===== src/rtl/lbusTimeoutPkg.sv =====
package lbusTimeoutPkg;

  typedef enum logic [1:0] {
    SEL_A   = 2'b00,
    SEL_B   = 2'b01,
    SEL_C   = 2'b10,
    SEL_INF = 2'b11
  } periodSel_e;

  typedef struct packed {
    logic clrAll;
    logic loadSel;
    logic countEn;
  } tmrStrobe_t;

endpackage


===== src/rtl/lbusTimeoutDp.sv =====
module lbusTimeoutDp
  import lbusTimeoutPkg::*;
#(
  parameter int CLKS_PER_US = 100,
  parameter int PER_A = 8,
  parameter int PER_B = 64,
  parameter int PER_C = 256
) (
  input  logic       clk,
  input  logic       rstN,
  input  tmrStrobe_t strb,
  input  logic [1:0] periodSel,
  output logic       atLimit
);

  localparam int MAX_AB = (PER_A > PER_B) ? PER_A : PER_B;
  localparam int MAXP   = (MAX_AB > PER_C) ? MAX_AB : PER_C;
  localparam int CNT_W  = $clog2(MAXP + 1);
  localparam int PRE_W  = (CLKS_PER_US > 1) ? $clog2(CLKS_PER_US) : 1;
  localparam logic [PRE_W-1:0] PRE_LAST = PRE_W'(CLKS_PER_US - 1);

  logic [PRE_W-1:0] preCnt;
  logic [CNT_W-1:0] usCnt;
  logic [CNT_W-1:0] limitM1;
  periodSel_e       selReg;
  logic             usTick;

  always_comb begin
    case (selReg)
      SEL_A:   limitM1 = CNT_W'(PER_A - 1);
      SEL_B:   limitM1 = CNT_W'(PER_B - 1);
      SEL_C:   limitM1 = CNT_W'(PER_C - 1);
      default: limitM1 = '1;
    endcase
  end

  assign usTick  = (preCnt == PRE_LAST);
  assign atLimit = usTick && (usCnt == limitM1) && (selReg != SEL_INF);

  always_ff @(posedge clk) begin
    if (!rstN) begin
      preCnt <= '0;
      usCnt  <= '0;
      selReg <= SEL_A;
    end else if (strb.clrAll) begin
      preCnt <= '0;
      usCnt  <= '0;
      if (strb.loadSel) selReg <= periodSel_e'(periodSel);
    end else if (strb.countEn) begin
      if (usTick) begin
        preCnt <= '0;
        usCnt  <= usCnt + 1'b1;
      end else begin
        preCnt <= preCnt + 1'b1;
      end
    end
  end

  p_pre_range_r8: assert property (@(posedge clk) disable iff (!rstN)
    int'(preCnt) < CLKS_PER_US);

  p_clr_start_r8: assert property (@(posedge clk) disable iff (!rstN)
    strb.clrAll |=> (usCnt == '0 && preCnt == '0));

  p_sel_hold_r9: assert property (@(posedge clk) disable iff (!rstN)
    !strb.loadSel |=> $stable(selReg));

endmodule


===== src/rtl/lbusTimeoutCtl.sv =====
module lbusTimeoutCtl
  import lbusTimeoutPkg::*;
(
  input  logic       clk,
  input  logic       rstN,
  input  logic       timerEn,
  input  logic [1:0] periodSel,
  input  logic       accessActive,
  input  logic       vmeBound,
  input  logic       normalAck,
  input  logic       clearStatus,
  input  logic       atLimit,
  output tmrStrobe_t strb,
  output logic       teaPulse,
  output logic       timeoutFlag
);

  logic prevActive;
  logic running;
  logic startAcc;
  logic expire;

  assign startAcc     = accessActive && !prevActive;
  assign strb.clrAll  = startAcc;
  assign strb.loadSel = startAcc;
  assign strb.countEn = running && timerEn && accessActive && !normalAck;
  assign expire       = strb.countEn && atLimit;

  always_ff @(posedge clk) begin
    if (!rstN) begin
      prevActive  <= 1'b0;
      running     <= 1'b0;
      teaPulse    <= 1'b0;
      timeoutFlag <= 1'b0;
    end else begin
      prevActive <= accessActive;
      teaPulse   <= expire;
      if (startAcc)
        running <= !vmeBound && (periodSel != SEL_INF);
      else if (!accessActive || normalAck || expire)
        running <= 1'b0;
      if (expire)
        timeoutFlag <= 1'b1;
      else if (clearStatus)
        timeoutFlag <= 1'b0;
    end
  end

  p_tea_single_r4: assert property (@(posedge clk) disable iff (!rstN)
    teaPulse |=> !teaPulse);

  p_tea_flag_r10: assert property (@(posedge clk) disable iff (!rstN)
    teaPulse |-> timeoutFlag);

  p_flag_sticky_r10: assert property (@(posedge clk) disable iff (!rstN)
    (timeoutFlag && !clearStatus) |=> timeoutFlag);

  p_ack_blocks_r5: assert property (@(posedge clk) disable iff (!rstN)
    normalAck |=> !teaPulse);

  p_vme_skip_r6: assert property (@(posedge clk) disable iff (!rstN)
    (startAcc && vmeBound) |=> !running);

  p_inf_skip_r3: assert property (@(posedge clk) disable iff (!rstN)
    (startAcc && periodSel == SEL_INF) |=> !running);

  p_en_gate_r7: assert property (@(posedge clk) disable iff (!rstN)
    !timerEn |=> !teaPulse);

  p_idle_quiet_r11: assert property (@(posedge clk) disable iff (!rstN)
    !accessActive |=> !teaPulse);

endmodule


===== src/rtl/lbusTimeout.sv =====
module lbusTimeout
  import lbusTimeoutPkg::*;
#(
  parameter int CLKS_PER_US = 100,
  parameter int PER_A = 8,
  parameter int PER_B = 64,
  parameter int PER_C = 256
) (
  input  logic       clk,
  input  logic       rstN,
  input  logic       timerEn,
  input  logic [1:0] periodSel,
  input  logic       accessActive,
  input  logic       vmeBound,
  input  logic       normalAck,
  input  logic       clearStatus,
  output logic       teaPulse,
  output logic       timeoutFlag
);

  tmrStrobe_t strb;
  logic       atLimit;

  lbusTimeoutCtl uCtl (
    .clk          (clk),
    .rstN         (rstN),
    .timerEn      (timerEn),
    .periodSel    (periodSel),
    .accessActive (accessActive),
    .vmeBound     (vmeBound),
    .normalAck    (normalAck),
    .clearStatus  (clearStatus),
    .atLimit      (atLimit),
    .strb         (strb),
    .teaPulse     (teaPulse),
    .timeoutFlag  (timeoutFlag)
  );

  lbusTimeoutDp #(
    .CLKS_PER_US (CLKS_PER_US),
    .PER_A       (PER_A),
    .PER_B       (PER_B),
    .PER_C       (PER_C)
  ) uDp (
    .clk       (clk),
    .rstN      (rstN),
    .strb      (strb),
    .periodSel (periodSel),
    .atLimit   (atLimit)
  );

endmodule


===== config.mk =====
export PLATFORM = sky130hd
export DESIGN_NAME = lbusTimeout
export DESIGN_NICKNAME = d
export VERILOG_FILES = /design/src/rtl/lbusTimeoutPkg.sv /design/src/rtl/lbusTimeoutDp.sv /design/src/rtl/lbusTimeoutCtl.sv /design/src/rtl/lbusTimeout.sv
export SDC_FILE = /design/constraint.sdc
export NUM_CORES = 1
export LEC_CHECK = 0
export BUFFER_PORTS_ARGS = -buffer_cell sky130_fd_sc_hd__buf_4
export CORE_MARGIN = 4
export CORE_UTILIZATION = 55
export CTS_BUF_LIST = sky130_fd_sc_hd__clkbuf_4 sky130_fd_sc_hd__clkbuf_8
export CTS_CLUSTER_DIAMETER = 150
export DETAILED_ROUTE_END_ITERATION = 16
export PLACE_DENSITY_LB_ADDON = 0.3
export SLEW_MARGIN = 25
export SYNTH_ARGS = -nofsm -noshare
export SYNTH_HDL_FRONTEND = slang
export SYNTH_SLANG_ARGS = --single-unit

===== constraint.sdc =====
create_clock -name clk -period 4.6 [get_ports clk]
set_input_delay 0.92 -clock clk [delete_from_list [all_inputs] [get_ports clk]]
set_output_delay 0.92 -clock clk [all_outputs]
set_load 0.01 [all_outputs]

Word-level counts from Yosys, hierarchy flattened
Index checks and enable logic that the tools add are counted.
{"block": "totals", "in_bits": 9, "regBits": 22}
{"block": "op_classes", "bitwise": 1, "n_eq_ne": 6, "n_addsub": 2, "reduce_logical": 19, "mux": 6}
{"operator": "9-bit one-hot mux with 3 select lines", "n": 1}
{"operator": "9-bit by 1-bit adder with 9-bit output (second input constant)", "n": 1}
{"operator": "9-bit == test", "n": 1}
{"operator": "1-bit logical AND", "n": 8}
{"operator": "7-bit by 1-bit adder with 7-bit output (second input constant)", "n": 1}
{"operator": "7-bit == test (second input constant)", "n": 1}
{"operator": "7-bit 2-to-1 mux", "n": 1}
{"operator": "1-bit zero test", "n": 4}
{"operator": "1-bit 2-to-1 mux", "n": 4}
{"operator": "2-bit inequality test (second input constant)", "n": 2}
{"operator": "2-bit nonzero test", "n": 2}
{"operator": "2-bit by 1-bit == test with 1-bit output (second input constant)", "n": 1}
{"operator": "2-bit == test (second input constant)", "n": 1}
{"operator": "2-bit zero test", "n": 1}
{"operator": "1-bit logical OR", "n": 2}
{"operator": "2-bit AND reduction", "n": 1}
{"operator": "2-bit OR reduction", "n": 1}
{"operator": "1-bit inverter", "n": 1}

Logic depth before layout (Yosys ltp)
{"block": "logic_depth", "depth_word": 9, "depth_mapped": 6}

Cells and area by module
From an unflattened synthesis, not the netlist that was laid out.
{"block": "hier_totals", "cells_unflattened": 125, "hier_area_um2": 1089.8}
{"module": "lbusTimeoutDp", "area_each_um2": 919.6, "cells_per_inst": 108, "instances": 1, "seq_area_each_um2": 360.3}
{"module": "lbusTimeoutCtl", "area_each_um2": 170.2, "cells_per_inst": 17, "instances": 1, "seq_area_each_um2": 80.1}

Worst setup path after synthesis
No wires, ideal clock.
{"block": "synth_timing", "path_kind": "input to register", "start": "input port normalAck", "end": "register uDp.usCnt[8]", "stages": 5, "arrival_time_ns": 1.959, "setup_time_ns": 0.070, "required_ns": 4.530, "slack_ns": 2.570, "path_cell_list": "and4b_1 -> buf_2 -> nand4_4 -> or3_1 -> a21oi_1"}
{"block": "synth_between", "elab_chain_len": 3}
{"item": "from (decl)", "line_no": "lbusTimeout.sv:15", "text": "input logic normalAck,"}
{"item": "1-bit zero test", "line_no": "lbusTimeoutCtl.sv:26", "text": "assign strb.countEn = running && timerEn && accessActive && !normalAck;"}
{"item": "1-bit logical AND", "line_no": "lbusTimeoutCtl.sv:26"}
{"item": "2-bit AND reduction (no line)"}
{"item": "to (signal assigned)", "line_no": "lbusTimeoutDp.sv:52", "text": "usCnt <= usCnt + 1'b1;"}
{"item": "to (decl)", "line_no": "lbusTimeoutDp.sv:23", "text": "logic [CNT_W-1:0] usCnt;"}
No other way between the ends.
A chain may end at the register's enable or synchronous reset.

Final worst setup path
{"block": "layout_timing", "start": "input port normalAck", "end": "register uDp.usCnt[7]"}
The elaborated chain is that of the path after synthesis.

==> out/qor.csv <==
metric,value,unit
status,finished clean,
power,0.314,mW
fin_skew,0.00522,ns
die_x,51.0,um
synth-seq-cells,22,
die_area,2600,um2
tns,0,ns
hp-class,reg -> reg,
cts.path.max_buffers,2,
die_y,51.0,um
grt_overflow_total,0,
antenna_found_initial,0,
synthAdderAreaFrac,2.46,%
first_iter_violations,5,
initial_core_util,58.3,%
layout_commonest_cell,dfxtp_1,
cp_data_required_time,4.84,ns
ir_worst_vdd,0.212,mV
vias,769,
r2r_slack,2.95,ns
grt_pass1_wl,2840,um
synth_area,1020,um2
cts_root_buffer,clkbuf_4,
relSlewSlack,70.0,%
track_usage,14.7,%
final.period_utilization,44.2,%
place_congestion,0.742,
yosysWarnings,0,
ant_nets,0,
synth_area_per_cell,9.33,um2
holdWs,0.501,ns
seq_area_frac_synth,43.3,%
htree_num_levels,1,
dp_hpwl,1300,um
area_growth,12.7,%
drive_gt1_share,16.7,%
viasPerCell,5.30,
n_fill_cell,149,
netlist_instances,109,
post-route-min-period,2.03,ns
path_max_fanout,11,
met2_usage,24.7,%
crit_end,uDp.usCnt[7],
cp.arrival,2.27,ns
antenna_cells,0,
cp-start-kind,input pin,
rows,15,
grtUsageMet1,16.1,%
final_cell_mix,"dfxtp_1 (22), nor2_1 (14), buf_4 (10)",
first_global_vias,704,
grt_max_degree,13,
grt_use_met3,3.50,%
synthSimpleGateAreaFrac,32.2,%
cts_resized,0,
clk_pin_slew,0.12,ns
fin_cells,145,
fmaxAchievable,492,MHz
slew_viol_final,0,
r2r_end,uDp.usCnt[7],
postCtsSetupBuffers,0,
p_leak,0.451,nW
holdBufCountCts,0,
synth_nets,120,
cts_tree,yes,
cts_buffers,3,
busiest_layer,met2,
crit_type,in -> reg,
reg2reg_depth,5,
num-nets-final,132,
cp-end-kind,register,
setup_viol,0,
insertion_delay,0.30,ns
clock_sinks,22,
routed_wl,1650,um
synth_top_family_by_area,simple AND/OR/NAND/NOR gates,
tightest_slew,0.450,ns
drcViolationCount,0,
port_buffers,10,
dr.pass1.iters,4,
ys_types,30,
synthXorXnorAreaFrac,7.75,%
crit_start,normalAck,
max_cap_viol_count,0,
rsz0062_at_grt,no,
synth_compound_area_share,7.63,%
pin_count,11,
rr_startpoint,uDp.preCnt[0],
hold_violations,0,
core,1750,um2
dp_cells,141,
routedWlPerCell,11.4,um
power_density,274,nW/um2
synth.area.mux_share,4.92,%
[report_power, final]
part | switching [mW] | internal [mW] | leakage [nW]
Combinational | 0.00779 | 0.00869 | 0.252
Sequential | 0.00136 | 0.192 | 0.178
Clock | 0.0556 | 0.0483 | 0.0210
[cell type report]
type                    count  area [um2]  area share, %
multi-input cells          83         559           48.8
inverters                   1        3.75          0.328
well taps                  25        31.3           2.73
repair buffers             10        75.1           6.55
flip-flops and latches     22         440           38.4
clock buffers               4        36.3           3.17
[per-stage QoR]
stage	worst slack [ns]	area, um2	utilization (%)
2_1_floorplan	2.57	1020	-
3_3_place_gp	2.30	1110	63.6
5_1_grt	2.43	1150	65.7
3_5_place_dp	2.24	1110	63.6
6_report	2.57	1150	65.7
4_1_cts	2.56	1150	65.7
[state kept, by name, indices dropped and copies added (netlist names)]
name and count:
uDp.usCnt 9, uDp.selReg 2, uCtl.running 1, uCtl.teaPulse 1, uDp.preCnt 7, uCtl.prevActive 1
uCtl.timeoutFlag 1
[critical path, cell delays in order]
cell,delay (ns)
buf_4,0.11
and4b_1,0.53
nand4_2,0.21
or3_1,0.35
a21oi_1,0.15
[routing by layer]
metal | wire [um] | vias up | part of all wire (%)
met2 | 813 | 4 | 49
met3 | 34 | 4 | 2.1
li1 | - | 406 | -
met5 | 0 | - | 0
met4 | 37 | 0 | 2.2
met1 | 763 | 355 | 46
[logic make-up after synthesis]
kind of cell,after synthesis
multiplexers,5
adder cells (fa/ha/maj),2
buffers and inverters,4
flip-flops,22
AO/OA/AOI/OAI,14
AND/OR/NAND/NOR,53
XOR/XNOR,9
[cells in the mapped netlist, drive strengths merged]
master  number  area (um2)
and4b        2        20.0
nor2b        4        25.0
nor2        14        52.6
buf          2        10.0
nand2        4        15.0
a21oi        5        25.0
xnor2        3        26.3
ha           2        25.0
xor2         6        52.6
inv          1        3.75
clkbuf       1        3.75
mux2i        5        50.1
and2         4        25.0
o21a         1        7.51
nand4        6        58.8
nand3        3        15.0
nor3         3        15.0
and3         4        27.5
o21ai        6        30.0
nor4         1        6.26
o21bai       1        7.51
nor4b        1        23.8
nand2b       1        6.26
or2          1        6.26
dfxtp       22         440
a211oi       1        7.51
or3          5        31.3
[how the worst min path moves through the flow]
stage,startpoint,end,depth (start not counted)
floorplan,uDp.usCnt[8],uDp.usCnt[8],2
global placement,uDp.usCnt[8],uDp.usCnt[8],2
detailed placement,uDp.usCnt[8],uDp.usCnt[8],2
CTS,uDp.usCnt[8],uDp.usCnt[8],2
global route,uDp.usCnt[8],uDp.usCnt[8],2
finish,uDp.usCnt[8],uDp.usCnt[8],2
(Power assumes the default switching activity.)
